[config.mk]
export PLATFORM = sky130hd
export DESIGN_NAME = otg_assist
export DESIGN_NICKNAME = d
export VERILOG_FILES = /design/src/rtl/otg_assist_pkg.sv /design/src/rtl/otg_auto_rst.sv /design/src/rtl/otg_data_pulse.sv /design/src/rtl/otg_role_switch.sv /design/src/rtl/otg_assist.sv
export SDC_FILE = /design/constraint.sdc
export NUM_CORES = 1
export LEC_CHECK = 0
export BUFFER_PORTS_ARGS = -buffer_cell sky130_fd_sc_hd__buf_4
export CAP_MARGIN = 30
export CORE_AREA = 2 2 71 73
export CTS_CLUSTER_DIAMETER = 80
export DETAILED_ROUTE_END_ITERATION = 8
export DIE_AREA = 0 0 73 75
export PLACE_DENSITY_LB_ADDON = 0.08
export SYNTH_ARGS = -nofsm -noshare
export SYNTH_HDL_FRONTEND = slang
export SYNTH_SLANG_ARGS = --single-unit
[constraint.sdc]
create_clock -name clk_i -period 2.1 [get_ports clk_i]
set_clock_uncertainty 0.05 [all_clocks]
set_input_delay 0.105 -clock clk_i [delete_from_list [all_inputs] [get_ports clk_i]]
set_output_delay 0.105 -clock clk_i [all_outputs]
set_load 0.1 [all_outputs]
[src/rtl/otg_assist_pkg.sv]
package otg_assist_pkg;
  localparam int unsigned IEN_W = 3;

  typedef enum logic [2:0] {
    RS_IDLE,
    RS_CRST,
    RS_MODE,
    RS_RUN,
    RS_IEN,
    RS_DONE
  } role_st_e;
endpackage

[src/rtl/otg_auto_rst.sv]
module otg_auto_rst #(
  parameter int unsigned CYC = 2000
) (
  input  logic       clk_i,
  input  logic       rst_ni,
  input  logic       en_i,
  input  logic       connect_i,
  input  logic [1:0] clr_i,
  output logic       port_rst_o,
  output logic       conn_chg_o,
  output logic       en_chg_o,
  output logic       irq_o
);
  localparam int unsigned CW = $clog2(CYC + 1);

  logic [CW-1:0] cnt_q;
  logic          rst_q, conn_q, chg_q, irq_q;

  always_ff @(posedge clk_i or negedge rst_ni) begin
    if (!rst_ni) begin
      cnt_q  <= '0;
      rst_q  <= 1'b0;
      conn_q <= 1'b0;
      chg_q  <= 1'b0;
      irq_q  <= 1'b0;
    end else begin
      irq_q <= 1'b0;
      if (clr_i[0]) conn_q <= 1'b0;
      if (connect_i) conn_q <= 1'b1;
      if (clr_i[1]) chg_q <= 1'b0;
      if (rst_q) begin
        if (cnt_q == CW'(CYC - 1)) begin
          rst_q <= 1'b0;
          chg_q <= 1'b1;
          irq_q <= 1'b1;
          cnt_q <= '0;
        end else begin
          cnt_q <= cnt_q + 1'b1;
        end
      end else if (en_i && connect_i) begin
        rst_q <= 1'b1;
        cnt_q <= '0;
      end
    end
  end

  assign port_rst_o = rst_q;
  assign conn_chg_o = conn_q;
  assign en_chg_o   = chg_q;
  assign irq_o      = irq_q;

  a_r2_start: assert property (@(posedge clk_i) disable iff (!rst_ni)
    (en_i && connect_i && !rst_q) |=> rst_q);
  a_r4_irq_single: assert property (@(posedge clk_i) disable iff (!rst_ni)
    irq_q |=> !irq_q);
  a_r4_irq_at_end: assert property (@(posedge clk_i) disable iff (!rst_ni)
    $fell(rst_q) |-> (irq_q && chg_q));
  a_r3_conn_set: assert property (@(posedge clk_i) disable iff (!rst_ni)
    connect_i |=> conn_q);
endmodule

[src/rtl/otg_data_pulse.sv]
module otg_data_pulse #(
  parameter int unsigned CYC = 7000
) (
  input  logic clk_i,
  input  logic rst_ni,
  input  logic wr_i,
  output logic dp_o
);
  localparam int unsigned CW = $clog2(CYC + 1);

  logic [CW-1:0] cnt_q;
  logic          dp_q;

  always_ff @(posedge clk_i or negedge rst_ni) begin
    if (!rst_ni) begin
      cnt_q <= '0;
      dp_q  <= 1'b0;
    end else if (dp_q) begin
      if (cnt_q == CW'(CYC - 1)) begin
        dp_q  <= 1'b0;
        cnt_q <= '0;
      end else begin
        cnt_q <= cnt_q + 1'b1;
      end
    end else if (wr_i) begin
      dp_q  <= 1'b1;
      cnt_q <= '0;
    end
  end

  assign dp_o = dp_q;

  // independent run-length counter for the pulse window
  logic [CW-1:0] len_q;
  always_ff @(posedge clk_i or negedge rst_ni) begin
    if (!rst_ni)   len_q <= '0;
    else if (dp_q) len_q <= len_q + 1'b1;
    else           len_q <= '0;
  end

  a_r6_len: assert property (@(posedge clk_i) disable iff (!rst_ni)
    $fell(dp_q) |-> (len_q == CW'(CYC)));
  a_r7_no_early_end: assert property (@(posedge clk_i) disable iff (!rst_ni)
    (dp_q && len_q < CW'(CYC - 1)) |=> dp_q);
endmodule

[src/rtl/otg_role_switch.sv]
module otg_role_switch
  import otg_assist_pkg::*;
(
  input  logic             clk_i,
  input  logic             rst_ni,
  input  logic             en_i,
  input  logic             suspend_i,
  input  logic             disconnect_i,
  output logic             ctrl_rst_o,
  output logic             dev_mode_o,
  output logic             run_o,
  output logic [IEN_W-1:0] ien_o,
  output logic             pullup_o
);
  role_st_e st_q, st_d;

  always_comb begin
    st_d = st_q;
    unique case (st_q)
      RS_IDLE: if (en_i && suspend_i && disconnect_i) st_d = RS_CRST;
      RS_CRST: st_d = RS_MODE;
      RS_MODE: st_d = RS_RUN;
      RS_RUN:  st_d = RS_IEN;
      RS_IEN:  st_d = RS_DONE;
      default: st_d = RS_DONE;
    endcase
  end

  always_ff @(posedge clk_i or negedge rst_ni) begin
    if (!rst_ni) st_q <= RS_IDLE;
    else         st_q <= st_d;
  end

  assign ctrl_rst_o = (st_q == RS_CRST);
  assign dev_mode_o = (st_q == RS_MODE) || (st_q == RS_RUN) ||
                      (st_q == RS_IEN)  || (st_q == RS_DONE);
  assign run_o      = (st_q == RS_RUN) || (st_q == RS_IEN) || (st_q == RS_DONE);
  assign ien_o      = ((st_q == RS_IEN) || (st_q == RS_DONE)) ? '1 : '0;
  assign pullup_o   = (st_q == RS_DONE);

  a_r8_needs_all: assert property (@(posedge clk_i) disable iff (!rst_ni)
    (st_q == RS_IDLE && !(en_i && suspend_i && disconnect_i)) |=> (st_q == RS_IDLE));
  a_r9_order: assert property (@(posedge clk_i) disable iff (!rst_ni)
    ctrl_rst_o |=> (dev_mode_o && !run_o && !ctrl_rst_o));
  a_r9_run_after_mode: assert property (@(posedge clk_i) disable iff (!rst_ni)
    $rose(run_o) |-> $past(dev_mode_o));
  a_r10_pullup_hold: assert property (@(posedge clk_i) disable iff (!rst_ni)
    pullup_o |=> (pullup_o && dev_mode_o));
endmodule

[src/rtl/otg_assist.sv]
module otg_assist
  import otg_assist_pkg::*;
#(
  parameter int unsigned CLK_PER_MS = 1000,
  parameter int unsigned RST_MS     = 2
) (
  input  logic             clk_i,
  input  logic             rst_ni,
  input  logic             auto_rst_en_i,
  input  logic             connect_i,
  input  logic [1:0]       sts_clr_i,
  input  logic             dp_pulse_wr_i,
  input  logic             role_sw_en_i,
  input  logic             port_suspend_i,
  input  logic             disconnect_i,
  output logic             port_rst_o,
  output logic             conn_chg_o,
  output logic             en_chg_o,
  output logic             port_chg_irq_o,
  output logic             dp_pulse_o,
  output logic             otg_ctrl_rst_o,
  output logic             dev_mode_o,
  output logic             dev_run_o,
  output logic [IEN_W-1:0] irq_en_o,
  output logic             dp_pullup_o
);
  localparam int unsigned RST_CYC   = RST_MS * CLK_PER_MS;
  localparam int unsigned PULSE_CYC = 7 * CLK_PER_MS;

  otg_auto_rst #(.CYC(RST_CYC)) u_auto_rst (
    .clk_i      (clk_i),
    .rst_ni     (rst_ni),
    .en_i       (auto_rst_en_i),
    .connect_i  (connect_i),
    .clr_i      (sts_clr_i),
    .port_rst_o (port_rst_o),
    .conn_chg_o (conn_chg_o),
    .en_chg_o   (en_chg_o),
    .irq_o      (port_chg_irq_o)
  );

  otg_data_pulse #(.CYC(PULSE_CYC)) u_data_pulse (
    .clk_i  (clk_i),
    .rst_ni (rst_ni),
    .wr_i   (dp_pulse_wr_i),
    .dp_o   (dp_pulse_o)
  );

  otg_role_switch u_role_switch (
    .clk_i        (clk_i),
    .rst_ni       (rst_ni),
    .en_i         (role_sw_en_i),
    .suspend_i    (port_suspend_i),
    .disconnect_i (disconnect_i),
    .ctrl_rst_o   (otg_ctrl_rst_o),
    .dev_mode_o   (dev_mode_o),
    .run_o        (dev_run_o),
    .ien_o        (irq_en_o),
    .pullup_o     (dp_pullup_o)
  );

  a_r1_quiet_idle: assert property (@(posedge clk_i) disable iff (!rst_ni)
    (!dev_mode_o) |-> (!dev_run_o && irq_en_o == '0 && !dp_pullup_o));
endmodule

# == Word-level counts from Yosys, hierarchy flattened ==
# Index checks and enable logic that the tools add are counted.
# op_classes
add_sub_neg,2
mul,0
div_mod_pow,0
n_lt_le_gt_ge,0
eq_ne,8
shift,0
n_mux,22
bitwise_logic,0
reduce_logical,13
# ops
operator,n
two-way mux 13 bit,3
two-way mux 11 bit,3
adder 13 x 1 -> 13 bit (second input constant),1
equality test 13 bit (second input constant),1
two-way mux 1 bit,13
case mux 3 bit (4 select lines),1
adder 11 x 1 -> 11 bit (second input constant),1
equality test 11 bit (second input constant),1
equality test 3 x 2 -> 1 bit (second input constant),2
equality test 3 bit (second input constant),2
logical OR 1 bit,6
two-way mux 3 bit,2
nonzero test 2 bit,3
equality test 3 x 1 -> 1 bit (second input constant),1
logical AND 1 bit,3
logical NOT 3 bit,1
inequality test 2 x 1 -> 1 bit (second input constant),1
# totals
ff_bits,32
latch_bits,0
ramBits,0
rom_bits,0
in_bits,10
out_inout_bits,12
elab_cells,53
memories,0

# == Longest topological paths before layout ==
# logic_depth
word_depth,4
depth_mapped,7
ltp_nobuf,6

# == By module ==
# From an unflattened synthesis, not the netlist that was laid out.
# hier_totals
cells_unflattened,181
area_unflattened_um2,1721.7
# modules_own_cells
module,n_inst,cells_per_inst,area_each_um2
otg_auto_rst,1,81,769.5
otg_data_pulse,1,82,764.5
otg_role_switch,1,18,187.7

# == Worst setup path after synthesis ==
# OpenSTA, ideal clock, no wires.
# synth_path
kind,register to output
startpoint,register u_role_switch.st_q[2]
endpoint,output dev_run_o
t_arrival_ns,2.833
t_required_ns,1.945
setup_slack_ns,-0.888
path_stages_with_launch,3
path_buffers,0
path_cell_list,dfrtp_1 -> nor2b_1 -> o21bai_1
# synth_via
elab_chain_cells,3
# synth_lines
item,line,rtl
"start, declared",otg_role_switch.sv:15,"role_st_e st_q, st_d;"
"start signal, assigned",otg_role_switch.sv:31,else st_q <= st_d;
equality test 3 x 2 -> 1 bit / equality test 3 bit (equally long branches),otg_role_switch.sv:37,assign run_o = (st_q == RS_RUN) || (st_q == RS_IEN) || (st_q == RS_DONE);
logical OR 1 bit,otg_role_switch.sv:37,
logical OR 1 bit *,otg_role_switch.sv:37,
"end, declared",otg_assist.sv:23,"output logic dev_run_o,"
# Mark *: on every way between the ends. The rest lies on a longest branch, timed or not.

# == Final worst setup path ==
# layout_path
startpoint,register u_auto_rst.cnt_q[5]
endpoint,register u_auto_rst.cnt_q[7]
# layout_via
elab_chain_cells,3
# layout_lines
item,line,rtl
"start, declared",otg_auto_rst.sv:16,logic [CW-1:0] cnt_q;
"start signal, assigned",otg_auto_rst.sv:38,cnt_q <= cnt_q + 1'b1;
adder 11 x 1 -> 11 bit / equality test 11 bit (equally long branches),"otg_auto_rst.sv:38, otg_auto_rst.sv:32",
two-way mux 11 bit *,otg_auto_rst.sv:32,if (cnt_q == CW'(CYC - 1)) begin
two-way mux 11 bit *,otg_auto_rst.sv:31,if (rst_q) begin
# Marked as above.
# A chain may end at the register's enable or synchronous reset.

==> flow_metrics.py <==
metrics = {
    "timing": {
        "setup_viol": 0,
        "post-route-period-util": 0.8569,
        "rsz0062_at_grt": "no",
        "fin_ws_ps": 300.5,
        "finalHoldViolCount": 0,
        "max_freq_mhz": 555.7,
        "slew_viol_final": 0,
        "whs_ps": 31.85,
        "tightest_slew_ps": 528.4,
        "slew_headroom": 0.6445,
        "min_period_ps": 1800,
    },
    "critical_path": {
        "start_kind": "register",
        "cp-end-kind": "register",
        "cp.arrival_ps": 1920,
        "crit_required_ps": 2220,
        "critical_path.max_fanout": 10,
        "critPathKind": "register to register",
    },
    "floorplan": {
        "die_w_um": 73,
        "die_y_um": 75,
        "start_util": 0.3477,
        "die-area_um2": 5475,
        "io_pins": 22,
        "fp.coreArea_um2": 4661,
        "std_cell_rows": 25,
    },
    "detailed_routing": {
        "route.met3.wl_um": 232,
        "routed-via-count": 1408,
        "wl_per_cell_um": 13.40,
        "antenna_left": 0,
        "wl_met1_um": 1707,
        "met2_length_um": 1449,
        "drtIter0Drc": 42,
        "wirelength_um": 3457,
        "drc_errors": 0,
        "drtPass1Iterations": 4,
        "post_drt_via_cell_ratio": 5.457,
        "top_layer_used": "met4",
    },
    "synthesis": {
        "synth-edff-count": 0,
        "yosysUniqueCellTypes": 38,
        "netlist_area_um2": 1620,
        "synth_compound_area_frac": 0.2085,
        "yosys.area.top_type": "dfrtp_1",
        "synth_xor_area_frac": 0.01081,
        "netlist.area_leader.share": 0.4942,
        "yosys_most_used_dff": "dfrtp_1",
        "syn_nets": 189,
        "netlist_instances": 177,
        "syn_area_per_cell_um2": 9.154,
        "synth_fa_ha_area_frac": 0.01544,
        "async_flop_share": 1.000,
        "synth_seq_cells": 32,
        "synth_top_family_by_area": "simple AND/OR/NAND/NOR gates",
        "seq_area_frac_synth": 0.4942,
        "synthSimpleGateAreaFrac": 0.2270,
        "synthMuxAreaShare": 0,
        "synth_top_cells_by_area": "dfrtp_1, nand2_1, o21ai_0, nand3_1, o21ai_1",
        "yosys_warnings": 0,
    },
    "clock_tree": {
        "cts.path.max_buffers": 2,
        "root_buffer": "clkbuf_8",
        "cts_tree": "built",
        "cts_made_buffers": 5,
        "htreeDepth": 2,
        "clock_latency_ps": 290,
        "clk_pin_slew_ps": 70,
        "cts_sinks": 32,
        "post_cts_buffers": 0,
    },
    "place": {
        "port-buffer-count": 21,
        "preCtsSetupSlack_ps": 310.1,
        "place_inst": 248,
        "dp_hpwl_um": 2387,
        "routabilityCongestion": 0.8172,
        "dpl_cell_area_um2": 1847,
    },
    "layout": {
        "stdcell_area_um2": 1978,
        "antenna_cells": 0,
        "utilization": 0.4244,
        "area_delta_synth_final_pct": 22.09,
        "drive_above_1_share": 0.1765,
        "finalNonFillerCells": 258,
        "layout.nets": 215,
    },
    "job": {
        "maxCapViolations": 0,
    },
    "global_routing": {
        "antenna_found_initial": 0,
        "overflow": 0,
        "grt_max_degree": 33,
        "grt_usage": 0.1412,
        "grt_pass1_vias": 1320,
        "grt_pass1_wl_um": 5851,
    },
    "pwr": {
        "p_per_area_nw_per_um2": 1321,
        "peakVddDrop_mv": 1.486,
        "leakagePower_nw": 0.8293,
    },
    "hold_path": {
        "hold_path.class": "input pin to register",
    },
    "outcome": {
        "status": "finished clean",
    },
}
## routing by layer
metal,GRT usage,vias to the layer above
met5,0,-
met4,0.06173,0
met3,0.04552,10
met2,0.2152,44
met1,0.1847,659
li1,-,695
## cells by family (layout without fill, tap and decap cells)
| logic type | count (synthesis) | in the layout |
|---|---|---|
| XOR/XNOR | 2 | 2 |
| buffers and inverters | 17 | 44 |
| AND/OR/NAND/NOR | 71 | 71 |
| AO/OA/AOI/OAI | 53 | 53 |
| flip-flops | 32 | 32 |
| adder cells (fa/ha/maj) | 2 | 2 |
## timing repair
action                                 CTS  global route
endpoints found under the hold margin   33             0
hold buffers                             2             0
gates resized for setup                  0             0
## area by class of cell
type	instances	area (µm²)
inverters	10	37.54
multi-input cells	128	760.7
fillers	461	2683
clock buffers	5	68.82
clock inverters	3	42.54
flip-flops and latches	32	800.8
repair buffers	26	200.2
well taps	54	67.56
## worst max-delay path, cell delays in order (launching register included)
cell and delay, ps:
dfrtp_1 460, or3b_4 440, o31ai_4 430, a31oi_1 90, o21ai_1 130, o21ai_0 90
## flip-flops by register name (all words and copies together) (netlist names)
name                   count
u_data_pulse.dp_o          1
u_role_switch.st_q         3
u_auto_rst.conn_chg_o      1
u_auto_rst.cnt_q          11
u_auto_rst.irq_o           1
u_data_pulse.cnt_q        13
u_auto_rst.en_chg_o        1
u_auto_rst.port_rst_o      1
## placed cells by master (no fill, tap or decap), types with 2 or more instances in the layout
cell type and n:
buf_4 24, or4_1 2, o21bai_1 2, a21oi_1 6, nor4_1 3, dlygate4sd3_1 2
nand3_1 10, and3_1 3, or3_1 5, o21ai_0 15, nor2b_1 2, a31oi_1 5
nand2_1 21, inv_1 10, dfrtp_1 32, o21ai_1 8, and2_1 2, o31ai_1 4
nand4_1 6, a21o_1 4, nor2_1 10, o211ai_1 2, clkbuf_8 5, ha_1 2
## power by group
part,internal (mW),total [mW],switching (mW)
clock,0.351,0.595,0.244
sequential,0.707,0.832,0.125
combinational,0.270,1.18,0.915
total,1.33,2.61,1.28
## path summary, 6_finish.rpt
| kind | to | slack [ps] | startpoint | depth (start not counted) |
|---|---|---|---|---|
| max in group asynchronous | u_data_pulse.cnt_q[0] | 1460 | rst_ni | 2 |
| min in group asynchronous | u_role_switch.st_q[1] | 240 | rst_ni | 2 |
| worst max-delay path | u_auto_rst.cnt_q[7] | 300 | u_auto_rst.cnt_q[5] | 5 |
| worst min-delay path | u_data_pulse.dp_o | 30 | dp_pulse_wr_i | 3 |
| worst max register to register | u_auto_rst.cnt_q[7] | 300 | u_auto_rst.cnt_q[5] | 5 |
| worst min register to register | u_auto_rst.en_chg_o | 440 | u_auto_rst.en_chg_o | 1 |
## Yosys cell counts, types with 3 or more instances
master	number
a21o_1	4
a21oi_1	6
a31oi_1	5
and3_1	3
clkbuf_1	5
dfrtp_1	32
inv_1	10
nand2_1	21
nand3_1	10
nand4_1	6
nor2_1	10
nor2b_1	3
nor4_1	3
o21ai_0	15
o21ai_1	8
o31ai_1	4
or3_1	5
## metrics by stage
stage | setup TNS [ps] | power (mW)
floorplan | -39.76 | 1.835
global placement | 0 | 2.019
detailed placement | 0 | 2.032
CTS | 0 | 2.638
global route | 0 | 2.739
finish | 0 | 2.612
(Power assumes the default switching activity.)
